**config.mk**
```make
export PLATFORM = sky130hd
export DESIGN_NAME = circ_shift_mem
export DESIGN_NICKNAME = d
export VERILOG_FILES = /design/src/rtl/circ_shift_mem.sv
export SDC_FILE = /design/constraint.sdc
export NUM_CORES = 1
export LEC_CHECK = 0
export CORE_MARGIN = 8
export CORE_UTILIZATION = 33
export DETAILED_ROUTE_END_ITERATION = 7
export DONT_BUFFER_PORTS = 1
export PLACE_DENSITY_LB_ADDON = 0.1
export SLEW_MARGIN = 10
export SYNTH_ARGS = -nofsm -noshare
export SYNTH_HDL_FRONTEND = slang
export SYNTH_SLANG_ARGS = --single-unit
```
**constraint.sdc**
```tcl
create_clock -name clk -period 2.3 [get_ports clk]
set_clock_uncertainty 0.05 [all_clocks]
set_input_delay 0.46 -clock clk [delete_from_list [all_inputs] [get_ports clk]]
set_output_delay 0.46 -clock clk [all_outputs]
set_load 0.1 [all_outputs]
```
**src/rtl/circ_shift_mem.sv**
```systemverilog
module circ_shift_mem #(
  parameter int DEPTH = 512,
  parameter int GAP   = 1
) (
  input  logic                     clk,
  input  logic                     rst_n,
  input  logic                     sel_row,
  input  logic                     sel_col,
  input  logic                     req_valid,
  input  logic                     req_write,
  input  logic [$clog2(DEPTH)-1:0] req_addr,
  input  logic                     wr_bit,
  output logic                     rd_bit,
  output logic                     ready,
  output logic                     shift_ph1,
  output logic                     shift_ph2,
  output logic [$clog2(DEPTH)-1:0] bit_pos
);
  localparam int AW  = $clog2(DEPTH);
  localparam int PER = 2 * (GAP + 1);
  localparam int PW  = $clog2(PER);
  localparam logic [AW-1:0] LAST_POS = AW'(DEPTH - 1);
  localparam logic [PW-1:0] PH2_AT   = PW'(GAP + 1);
  localparam logic [PW-1:0] PH_END   = PW'(PER - 1);

  logic [PW-1:0]    ph_cnt;
  logic [DEPTH-1:0] loop_q;
  logic             stage_q;
  logic             selected;
  logic             head;
  logic             entry;

  assign selected  = sel_row & sel_col;
  assign head      = loop_q[DEPTH-1];
  assign shift_ph1 = (ph_cnt == '0);
  assign shift_ph2 = (ph_cnt == PH2_AT);
  assign ready     = shift_ph1 & selected & req_valid & (bit_pos == req_addr);
  assign rd_bit    = selected & head;
  assign entry     = (ready & req_write) ? wr_bit : head;

  always_ff @(posedge clk) begin
    if (!rst_n) ph_cnt <= '0;
    else if (ph_cnt == PH_END) ph_cnt <= '0;
    else ph_cnt <= ph_cnt + 1'b1;
  end

  always_ff @(posedge clk) begin
    if (!rst_n) begin
      loop_q  <= '0;
      stage_q <= 1'b0;
      bit_pos <= '0;
    end else begin
      if (shift_ph1) stage_q <= entry;
      if (shift_ph2) begin
        loop_q  <= {loop_q[DEPTH-2:0], stage_q};
        bit_pos <= (bit_pos == LAST_POS) ? '0 : bit_pos + 1'b1;
      end
    end
  end

  AST_PHASE_GAP: assert property (@(posedge clk) disable iff (!rst_n) shift_ph2 |-> !$past(shift_ph1));
  AST_PH1_SPACING: assert property (@(posedge clk) disable iff (!rst_n) shift_ph1 |=> !shift_ph1);
  AST_POS_WRAP: assert property (@(posedge clk) disable iff (!rst_n) (shift_ph2 && bit_pos == LAST_POS) |=> bit_pos == '0);
  AST_POS_HOLD: assert property (@(posedge clk) disable iff (!rst_n) !shift_ph2 |=> $stable(bit_pos));
  AST_DESEL_QUIET: assert property (@(posedge clk) disable iff (!rst_n) !(sel_row && sel_col) |-> (!rd_bit && !ready));
  AST_READY_PULSE: assert property (@(posedge clk) disable iff (!rst_n) ready |=> !ready);
  AST_RECIRC: assert property (@(posedge clk) disable iff (!rst_n) (shift_ph1 && !(ready && req_write)) |=> stage_q == $past(head));
  AST_WRITE_TAKEN: assert property (@(posedge clk) disable iff (!rst_n) (ready && req_write) |=> stage_q == $past(wr_bit));
endmodule

```
==> results.md, run 1 <==
- The repair_antennas step left the layout with diodes totalling 0.
- The analysis attributes to net switching a power of 0.00437 W.
- The first global-routing pass estimated 51500 um of wire.
- The slowest stage of the critical path is the dfxtp_2 cell.
- For this run, the number of Yosys warnings is 0.
- The sum of routed wire length over all layers is 29700 um.
- The average size of a mapped cell is 11.5 um2.
- In the synthesized netlist, the number of instances is 1730.
- Global routing finished with a remaining overflow of 0.
- Registers are responsible for 44.7% of the overall power.
- The worst path required time is 1790 ps.
- The number of search-and-repair iterations in the first detailed-routing pass is 4.
- Walking the worst path, the cells encountered are inv_4 -> ha_4 -> and4_1 -> nand2_2 -> nor3_4 -> buf_12.
- Of the synthesized area, sequential elements account for 52.6%.
- The arrival time reported for the critical path endpoint is 1780 ps.
- For the pin with the worst max-slew slack, the measured transition is 759 ps.
- Setup repair after global routing could not meet its margin everywhere.
- The via count of the first global-routing pass is 11139.
- In this run the power density over the cells is 884 mW/mm2.
- The final-report max-slew violation count is 0.
- Counting distinct cell types in the post-synthesis netlist gives 32.
- Dividing the final minimum period by the clock period gives 99.5%.
- The minimum clock period is 2290 ps.
- Counting every sink on the clock net gives 524.
- The final-report hold violation count is 0.
- The total clock buffers created by CTS is 59.
- STA classifies the critical path startpoint as a flop.
- In this run the count of I/O pins placed on the die edge is 29.
- The layout overhead on the synthesized area is 15.6%.
- The later pin in the worst-skew pair is clocked with a latency of 600 ps.
- In the layout the commonest cells are mux2i_1 (515), nor2b_1 (514), dfxtp_1 (513).
- The initial antenna violation count came to 2.
- The peak ir drop on the vdd network is 525 uV.
- The largest net degree at the start of global routing is 367.
- Yosys attributes the largest share of cell area to dfxtp_1 (53%), mux2i_1 (26%), nor2b_1 (16%), buf_4 (1.9%), clkbuf_1 (1.1%).
- The post-detailed-route via-to-cell ratio is 4.27.
- The normalized max-slew margin is 49.4%.
- The count of final setup violators is 0.
- The area enclosed by the die boundary is 0.0685 mm2.
- The maximum clock frequency is 0.437 GHz.
- The placed wire-length estimate after detailed placement is 14900 um.
- The net count after synthesis is 1751.
- After filler insertion, the fill cell instance count of the layout stands at 5803.
- The master cell of the clock root buffer is clkbuf_16.
- After the last flow step, the layout net total stands at 1741.
- The critical path is of the reg2out type.
- The clock network is responsible for 48.4% of the overall power.
- Counting along the longest clock path gives a buffer depth of 3.
- The worst stage delay on the critical path is 340 ps.
- Combinational cells account for 6.9% of the total power.
- After floorplanning, the core was sized to cover 0.0600 mm2.
- The share of synthesized area in the top cell type comes to 52.6%.
- Of the total power, the share spent switching nets is 21.4%.
- The kind of end point of the critical path is a primary output.
- The number of buffer cells added on primary ports is 0.
- Power comes to 0.0204 W.
- Leaving out fill and tap cells, the most frequent cell in the layout is mux2i_1.
- The initial core utilization is 33.2%.
- The wire length per cell is 11.6 um.
- The flow ran to the end, and the final reports show no timing, DRC or antenna violations.
- The internal power summed over all cells is 0.0160 W.
- In the global route stage, overall resource usage came out at 8.72%.
- The biggest area consumer among synthesized cells is dfxtp_1.
- OpenSTA, run right after detailed placement, puts the worst setup slack at 477 ps.
- The cell area after synthesis is 0.0199 mm2.
- The die height is 262 um.
- The H-tree depth is 2.
- TritonCTS built the clock tree.
- The fraction of layout cells with a size suffix above 1 is 9.33%.
- The number of synthesized register bits is 524.
- Across all setup checks in the final design, the least slack found is 12.1 ps.
- At the end of routability-driven placement, the weighted congestion stood at 0.655.
- The cell leakage power is 7.41 nW.
- The floorplan has 90 rows.
- The type of the worst min-delay path is in2reg.
- Summing over every cut layer, the via total after detailed routing is 10901.
- The horizontal die dimension is 262 um.
- In this run the worst path has a maximum fanout of 3.
- In the routed design, unresolved DRC markers number 0.
- The number of DRC violations after detailed-routing iteration 0 is 360.
- Max-cap violations in this run came to 0.
- Clock-pin slew was measured on the worst setup and hold paths at 60 ps.
- At the end of the flow the core is filled with cells to 38.4%.
- The detail route stage leaves a number of antenna-violating nets equal to 0.
==> sequential cells by signal, summed over array words and instances (netlist names) <==
register and count:
stage_q 1, ph_cnt 2, bit_pos 9, loop_q 512
==> worst max-delay path: cells and delay by family, from the launching register on <==
| family | cells | cell delay, ps |
|---|---|---|
| and+or+nand+nor | 3 | 420 |
| buffers and inverters | 2 | 280 |
| DFF | 1 | 340 |
| adders and majority gates | 1 | 140 |
==> layer usage <==
layer	global-route usage, %	vias to the layer above	share of wire [%]
li1	-	5726	-
met1	10.9	5006	50
met2	14.0	106	42
met3	2.38	63	4.9
met4	3.87	0	2.9
met5	0	-	0
==> power groups by stage <==
stage | Sequential [W] | Combinational (W) | Clock [W]
4_1_cts | 0.00909 | 0.00143 | 0.0103
2_1_floorplan | 0.00931 | 0.00124 | 0
3_3_place_gp | 0.00929 | 0.00136 | 0
3_5_place_dp | 0.00929 | 0.00137 | 0
6_report | 0.00909 | 0.00141 | 0.00986
5_1_grt | 0.00909 | 0.00148 | 0.0106
==> timing repair <==
item,in CTS,in global routing
endpoints found under the hold margin,148,0
endpoints found under the setup margin,2,1
setup buffers,3,0
gates resized for setup,1,0
pin swaps,4,0
hold buffers,4,0
==> area by class of cell <==
class                   instances  area [um2]  area share (%)
repair buffers                 46         586            2.54
well taps                     782         978            4.25
flip-flops and latches        524       10500            45.6
clock inverters                18         255            1.11
multi-input cells            1086        8830            38.3
clock buffers                  92        1860            8.09
inverters                       3        13.8          0.0597
==> per-stage QoR <==
stage          hold WS, ps  cells  cell area [um2]  setup TNS [ps]
6_report              97.1   2551            23000               0
5_1_grt               23.0   2551            23000            -104
4_1_cts              0.899   2551            23000           -71.9
3_5_place_dp           377   2434            20800               0
3_3_place_gp           365   2434            20800               0
2_1_floorplan          360   1730            20000           -54.6
==> cell usage after synthesis, drive strengths merged <==
master    n
clkbuf   57
nor3b     1
nor2      7
inv       3
nand3b    1
nor3      2
buf      60
and4      1
mux2i   515
o21ba     1
nor2b   514
o21ai     1
nor4      1
a21boi    1
o41ai     1
or3       1
nand3     1
mux2      1
nand4     5
ha        5
dfxtp   524
and3b     1
xnor2    10
nand2b    1
a21oi     1
nand2     8
and3      2
xor2      4
==> worst paths after layout <==
path	start	to	slack [ps]	cells past startpoint
setup reg to reg	ph_cnt[0]	loop_q[110]	430	7
hold / removal	rst_n	loop_q[458]	100	1
setup / recovery	ph_cnt[0]	ready	10	6
hold reg to reg	ph_cnt[0]	ph_cnt[0]	410	1
==> kinds of logic (layout without fill, tap and decap cells) <==
group	count (synthesis)	after routing	share of synthesized area (%)
simple gates	546	546	17.0
flops	524	524	52.6
mux	516	516	25.9
buf+inv	120	159	3.29
xor+xnor	14	14	0.653
fa+ha+maj	5	5	0.314
compound gates	5	5	0.220
(Power assumes the default switching activity.)
==> inputs of run 2 (changes only) <==
--- a/config.mk
+++ b/config.mk
@@ -5,6 +5,7 @@
 export SDC_FILE = /design/constraint.sdc
 export NUM_CORES = 1
 export LEC_CHECK = 0
+export ABC_AREA = 1
 export CORE_MARGIN = 8
 export CORE_UTILIZATION = 33
 export DETAILED_ROUTE_END_ITERATION = 7
==> run 2 against run 1 <==
  * The run now ends with negative setup slack left
  * Setup slack worse by 130 ps
  * Area after synthesis down 8.7%
  * Register-to-register slack got worse by 80 ps
  * Core utilization hardly changed
  * Critical path depth did not move
  * Sequential power increased by 17%
==> results.md, run 2 <==
- The run finished, with violations left.
- The final reports fail on negative setup slack.
- By area the synthesized netlist is led by dfxtp_1 (58%), nor2_1 (21%), o21ai_0 (14%), clkbuf_1 (2.1%), buf_2 (1.7%).
- The pin slew with the least headroom to its limit is 725 ps.
- For this design the ratio of total power to cell area is 1050 mW/mm2.
- Timing would allow up to 0.413 GHz.
- Yosys printed 0 warnings.
- The arrival time reported for the critical path endpoint is 1910 ps.
- The TritonCTS clock tree is yes.
- The cell type of the slowest stage on the worst timing path is dfxtp_4.
- The count of unique library cells instantiated by Yosys is 25.
- The final hold slack is 87.7 ps.
- STA puts the critical path data required time at 1790 ps.
- Global routing used 11.1% of the available tracks.
- The final standard cell count with taps included and fillers excluded is 3036.
- The sum of routed wire length over all layers is 35400 um.
- The floorplan has 86 rows.
- Entering global routing, the biggest net connects 332 pins.
- Fill cells in the final layout number 5557.
- The layout overhead on the synthesized area is 15.8%.
- The net count after synthesis is 2368.
- In this design, the largest share of critical-path delay is due to simple AND/OR/NAND/NOR gates.
- The floorplan step defined a die boundary enclosing 0.0630 mm2.
- The routed design could run at a clock period as short as 2420 ps.
- The critical path is of the reg2out type.
- For this configuration, the core starts out at a cell density of 33.2%.
- The H-tree depth is 2.
- Across all setup checks in the final design, the least slack found is -120 ps.
- The most common cell in the netlist is nor2_1.
- The share of synthesized area occupied by flip-flops and latches is 57.6%.
- The number of I/O pins is 29.
- The type of the worst min-delay path is in2reg.
- The final-report hold violation count is 0.
- The number of buffers and inverters on the critical path is 2.
- Setup repair after global routing could not meet its margin everywhere.
- The weighted congestion at the end of routability-driven global placement is 0.778.
- The cell count after synthesis came out at 2347.
- The most numerous cell type found on the critical path is nor3b_4.
- The final cycle utilization of the critical path is 105%.
- The repair_antennas step left the layout with diodes totalling 0.
- The startpoint class of the critical path is a flop.
- At the placement stage, the worst setup path has a slack of 335 ps.
- Setup violations remaining at the end of the flow were counted as 1.
- The first TritonRoute pass finished after 4 iterations.
- The fraction of synthesis flops using an asynchronous set or reset pin is 0%.
- In this run the remaining antenna-violating nets after routing total 0.
- The number of DRC violations after detailed-routing iteration 0 is 788.
- Once layout is done, the placed cells without fillers occupy 0.0211 mm2.
- The top fanout value on the critical path is 3.
- After detailed placement, the design holds a cell count of 2914.
- The number of flip-flops in the largest register is 512.
- In this run the static leakage power is 9.83 nW.
- More flip-flops sit in one register than any other, and that register is loop_q.
- The proportion of netlist area held by the largest area contributor is 57.6%.
- The core box area is 0.0549 mm2.
- The root buffer cell chosen for the clock tree is clkbuf_16.
- In this run the tool buffered the top-level ports with 0 buffer cells.
- The final-report max-slew violation count came to 0.
- The average size of a mapped cell is 7.76 um2.
- The initial antenna violation count is 0.
- In the synthesized netlist, the cells that appear most often are nor2_1 (1039), dfxtp_1 (524), o21ai_0 (515).
- The cell area after synthesis is 0.0182 mm2.
- After detailed routing, the number of remaining DRC violations is 0.
- Clock latency on the worst-skew pair, taken at its later pin, is 600 ps.
- The worst-case IR drop observed on VDD is 551 uV.
- Max-cap violations in this run came to 0.
- Counting along the longest clock path gives a buffer depth of 3.
- The placed wire-length estimate after detailed placement is 16100 um.
- For this run, the share of the core covered by cells in the final layout is 38.4%.
- In the final layout, the share of cells above drive strength 1 is 7.85%.
- In this run, synthesis inferred 0 flip-flops with an integrated enable.
- TritonCTS created 57 clock buffers.
- The clock edge transition at the registers on the reported setup and hold paths is 60 ps.
- The largest registers in the layout are loop_q (512), bit_pos (9), ph_cnt (2).
- The via count of the first global-routing pass came to 13359.
- In the final routed layout, each cell accounts on average for 11.7 um.
- The number of vias in the routed layout is 14073.
- The die height is 251 um.
- The critical path goes through buf_4 -> nand2_4 -> nor3b_4 -> nand3_2 -> nor3b_4 -> buf_12.
- In the layout the commonest cells are nor2_1 (1038), o21ai_0 (514), dfxtp_1 (514).
- The kind of end point of the critical path is a primary output.
- In the routed layout, each cell is associated on average with a via count of 4.64.
- In this run the cell area measured after placement is 0.0189 mm2.
- The worst stage delay on the critical path is 350 ps.
- In the synthesized netlist the dominant register cell turns out to be dfxtp_1.
- The total global routing overflow is 0.
- Measured against its own limit, the worst slew margin works out to 51.7%.
- For this run, the post-layout net count is 2311.
- The number of sinks driven by the clock tree is 524.
- Leaving out fill and tap cells, the most frequent cell in the layout is nor2_1.
- The first global-routing pass estimated 61800 um of wire.
- The horizontal die dimension is 251 um.
- The biggest area consumer among synthesized cells is dfxtp_1.
- Synthesis inferred 524 register bits.
run 2: cell count changes after synthesis, moves of 5 or more:
cell | previous run | this run
nor2b_1 | 514 | 0
buf_2 | 9 | 62
buf_4 | 50 | 3
nand3_1 | 1 | 6
inv_1 | 3 | 28
o21ai_0 | 1 | 515
mux2i_1 | 515 | 0
nand2_1 | 8 | 27
a21oi_1 | 1 | 8
xnor2_1 | 9 | 1
nor2_1 | 7 | 1039
clkbuf_1 | 57 | 104
run 2: worst paths after layout:
kind / start / endpoint / slack, ps / cells past startpoint
max: bit_pos[3] / ready / -120 / 6
min: req_write / stage_q / 90 / 3
max reg2reg: ph_cnt[0] / loop_q[101] / 350 / 9
min reg2reg: loop_q[318] / loop_q[319] / 410 / 2
run 2: layer usage:
metal	GRT usage, %	vias up	share of wire [%]
li1	-	7394	-
met1	14.0	6490	50
met2	18.4	107	43
met3	2.55	82	3.1
met4	3.94	0	2.9
met5	0	-	0
run 2: timing repair:
action | 4_1_cts | 5_1_grt
pin swaps | 5 | 6
endpoints found under the setup margin | 2 | 2
hold buffers | 3 | 0
gates resized for setup | 8 | 14
cloned | 2 | 0
hold endpoints to repair | 112 | 0
setup buffers | 10 | 6
run 2: logic make-up after synthesis:
kind of cell    count (synthesis)  share of synthesized area [%]
simple gates                 1087                           22.7
compound gates                529                           14.6
flops                         524                           57.6
buf+inv                       200                           4.62
fa+ha+maj                       5                          0.344
xor+xnor                        2                         0.0962
run 2: stage by stage:
step                      power, W  setup TNS [ps]
after floorplan             0.0126            -140
after global placement      0.0130               0
after detailed placement    0.0131               0
after CTS                   0.0225            -149
after global routing        0.0234            -219
final                       0.0221            -120
run 2: final cells by class:
cell class                 count  area [um2]  area share (%)
clock inverter                19         178           0.843
tap                          704         881            4.18
timing repair buffer          55         691            3.28
multi-input combinational   1623        6980            33.1
inverter                      29         119           0.564
sequential                   524       10500            49.9
clock buffer                  82        1720            8.17
run 2: tightest hold or removal path, stage by stage:
cell and delay (ps):
nand4_1 60, nand3_1 90, a21oi_1 60
run 2: where the power goes:
part	leakage [nW]	internal, W	switching (W)
combinational	4.59	0.000841	0.00154
clock	0.953	0.00550	0.00361
sequential	4.29	0.0102	0.000469
==> inputs of run 3 (changes only) <==
--- a/config.mk
+++ b/config.mk
@@ -10,7 +10,7 @@
 export CORE_UTILIZATION = 33
 export DETAILED_ROUTE_END_ITERATION = 7
 export DONT_BUFFER_PORTS = 1
-export PLACE_DENSITY_LB_ADDON = 0.1
+export PLACE_DENSITY = 0.46
 export SLEW_MARGIN = 10
 export SYNTH_ARGS = -nofsm -noshare
 export SYNTH_HDL_FRONTEND = slang
==> constraint.sdc (replaced) <==
create_clock -name clk -period 2.9 [get_ports clk]
set_clock_uncertainty 0.05 [all_clocks]
set_input_delay 0.58 -clock clk [delete_from_list [all_inputs] [get_ports clk]]
set_output_delay 0.58 -clock clk [all_outputs]
set_load 0.1 [all_outputs]
==> run 3 against run 2 <==
  * The run now ends clean
  * Register-to-register slack improved by 510 ps
  * Sequential share of layout area increased by 0.89 points
  * Cell area decreased by 1.9%
  * Die area unchanged
  * Global-route usage decreased by 0.91 points
  * Combinational power decreased by 29%
  * Non-clock buffer count decreased by 32
  * Setup slack improved by 270 ps
  * Largest power group unchanged
  * Highest routed layer unchanged
==> results.md, run 3 (synthesis gave the netlist of run 2 again) <==
- TritonCTS built the clock tree.
- The global-route total usage across every layer is 10.2%.
- The final-report max-slew violation count is 0.
- The buffer depth of the longest clock path is 3.
- The core box area is 0.0549 mm2.
- The leading cell type in the layout, fill and taps excluded is nor2_1.
- In this run, the number of DRC markers left after iteration 0 of detailed routing was 1147.
- The weighted congestion at the end of routability-driven global placement is 0.765.
- Traced cell by cell, the critical path runs through o21ai_0 -> a211oi_1 -> nand3_1 -> nor3b_4 -> buf_12.
- The worst path required time is 2270 ps.
- The number of sinks driven by the clock tree is 524.
- In the final layout, the registers with the most flip-flops are loop_q (512), bit_pos (9), ph_cnt (2).
- The area enclosed by the die boundary is 0.0630 mm2.
- The cell family with the largest share of critical-path delay is flip-flops.
- The count of nets left with antenna violations after detail routing is 0.
- Data on the critical path arrives at its endpoint at 2120 ps.
- The count of final setup violators is 0.
- After routing, the total negative slack on setup checks comes to 0 ps.
- The cell leakage power is 9.63 nW.
- The number of search-and-repair iterations in the first detailed-routing pass is 5.
- By startpoint and endpoint, the worst setup path is classified as reg2out.
- The largest net degree at the start of global routing is 517.
- The horizontal die dimension is 251 um.
- The worst path needs 2750 ps of the cycle, external delays included.
- The final core area utilization is 37.7%.
- For this design the ratio of total power to cell area is 853 mW/mm2.
- The sequential power share is 47.9%.
- The number of antenna diodes in the final layout is 0.
- On the final layout, the worst hold slack is 115 ps.
- The number of buffers inserted by post-CTS setup repair is 0.
- OpenSTA, run right after detailed placement, puts the worst setup slack at 568 ps.
- The via count of the first global-routing pass came to 12659.
- The initial antenna violation count is 0.
- In the layout the commonest cells are nor2_1 (1038), dfxtp_1 (517), o21ai_0 (515).
- Across the VDD grid, the largest voltage drop is 457 uV.
- Clock tree synthesis inserted a total of 56 buffers.
- The clock network fraction of total power is 42.5%.
- Gates resized during post-CTS repair numbered 2.
- The H-tree depth is 2.
- The share of total power dissipated in combinational logic is 9.6%.
- The post-detailed-route via-to-cell ratio is 4.60.
- The number of buffer cells added on primary ports is 0.
- The area of the multi-input gates is 0.00691 mm2.
- The worst pin sits at a relative slew slack of 33.6%.
- Across the whole layout, storage elements account for 0.0105 mm2.
- The layout has 5590 filler cells.
- On the worst path, the slowest cell contributes a delay of 560 ps.
- The flow ran to the end, and the final reports show no timing, DRC or antenna violations.
- The clock latency on the worst-skew pair is 580 ps.
- Total power for the finished layout comes to 0.0176 W.
- The cell sitting at the root of the clock tree is a clkbuf_16.
- Measured along the y axis, the die boundary spans 251 um.
- The wire length per cell is 10.9 um.
- The total overflow left after global routing is 0.
- The net load switching power is 0.00436 W.
- The maximum clock frequency is 0.364 GHz.
- The initial utilization of the core area, before any placement, comes to 33.2%.
- Pin placement for this block handled 29 I/O pins.
- The internal power of the cells totals 0.0133 W.
- The top fanout value on the critical path is 6.
- The clock edge transition at the registers on the reported setup and hold paths is 60 ps.
- For the pin with the worst max-slew slack, the measured transition is 996 ps.
- STA classifies the critical path endpoint as a primary output.
- For this block, the via count after detailed routing is 13820.
- Among all stages on the critical path, the largest delay is contributed by dfxtp_4.
- The initialized floorplan defines 86 standard-cell rows.
- For this design, the CTS-stage hold fixing added 0 buffers.
- Across all setup checks in the final design, the least slack found is 150 ps.
- Setup repair after global routing left no endpoint under its margin.
- The final-report hold violation count is 0.
- Together, buffers and inverters on the worst path number 1.
- Compared with the post-synthesis result, the final layout area differs by 13.6%.
- More flip-flops sit in one register than any other, and that register is loop_q.
- In this run switching power makes up 24.7% of total power.
- The reported max-cap violation count is 0.
- The sum of routed wire length over all layers is 32900 um.
- The tightest min-delay check is of the in2reg type.
- In the finished design, the share of the clock period the worst path needs comes to 94.8%.
- The register with the most flip-flops in the layout has 512 of them.
- The net count reported at finish is 2278.
- The startpoint class of the critical path is a flop.
- Of the cells placed in the final design, the portion with a size suffix greater than 1 is 5.91%.
- For this run, design rule violations remaining after detail routing come to 0.
- The first global-routing pass estimated 57900 um of wire.
- Detailed placement ended at an HPWL of 15000 um.
run 3: cell types whose count changed in the layout (fill, tap and decap cells not counted), moves of 4 or more:
cell,delta
bufinv_16,+4
nand2_2,-4
buf_4,-22
inv_1,+5
nand2_1,+6
inv_2,-4
dfxtp_4,-5
buf_12,-6
run 3: routing by layer:
metal	vias up	wire length [um]	global-route usage (%)
li1	7320	-	-
met1	6305	16900	13.4
met2	131	14100	16.2
met3	64	1040	1.98
met4	0	911	4.12
met5	-	0	0
run 3: worst paths after layout:
check | from | endpoint | slack, ps | cells past startpoint
max | bit_pos[0] | ready | 150 | 5
min | rst_n | loop_q[170] | 120 | 2
max reg2reg | ph_cnt[0] | loop_q[161] | 860 | 6
min reg2reg | ph_cnt[0] | ph_cnt[0] | 410 | 1
run 3: stage by stage:
step                      instances  cell area, um2
final                          3005           20700
after global placement         2903           18700
after floorplan                2347           18200
after CTS                      3005           20700
after detailed placement       2903           18700
after global routing           3005           20700
run 3: cell type report:
cell class	instances	share of cell area (%)
Clock inverter	23	1.45
Tap cell	704	4.26
Clock buffer	79	8.17
Multi-Input combinational cell	1623	33.4
Timing Repair Buffer	23	1.38
Inverter	29	0.563
Sequential cell	524	50.8
run 3: worst reg2reg max path, cell delays in order, from the launching register on:
cell	delay (ps)
dfxtp_1	320
inv_1	120
ha_4	290
buf_12	340
buf_4	570
o21ai_0	170
nor2_1	120
run 3: power groups by stage:
stage / logic, W / clock network, W / registers [W]
6_report: 0.00170 / 0.00750 / 0.00845
5_1_grt: 0.00201 / 0.00806 / 0.00856
4_1_cts: 0.00173 / 0.00781 / 0.00845
3_5_place_dp: 0.00172 / 0 / 0.00860
3_3_place_gp: 0.00169 / 0 / 0.00858
2_1_floorplan: 0.00149 / 0 / 0.00853
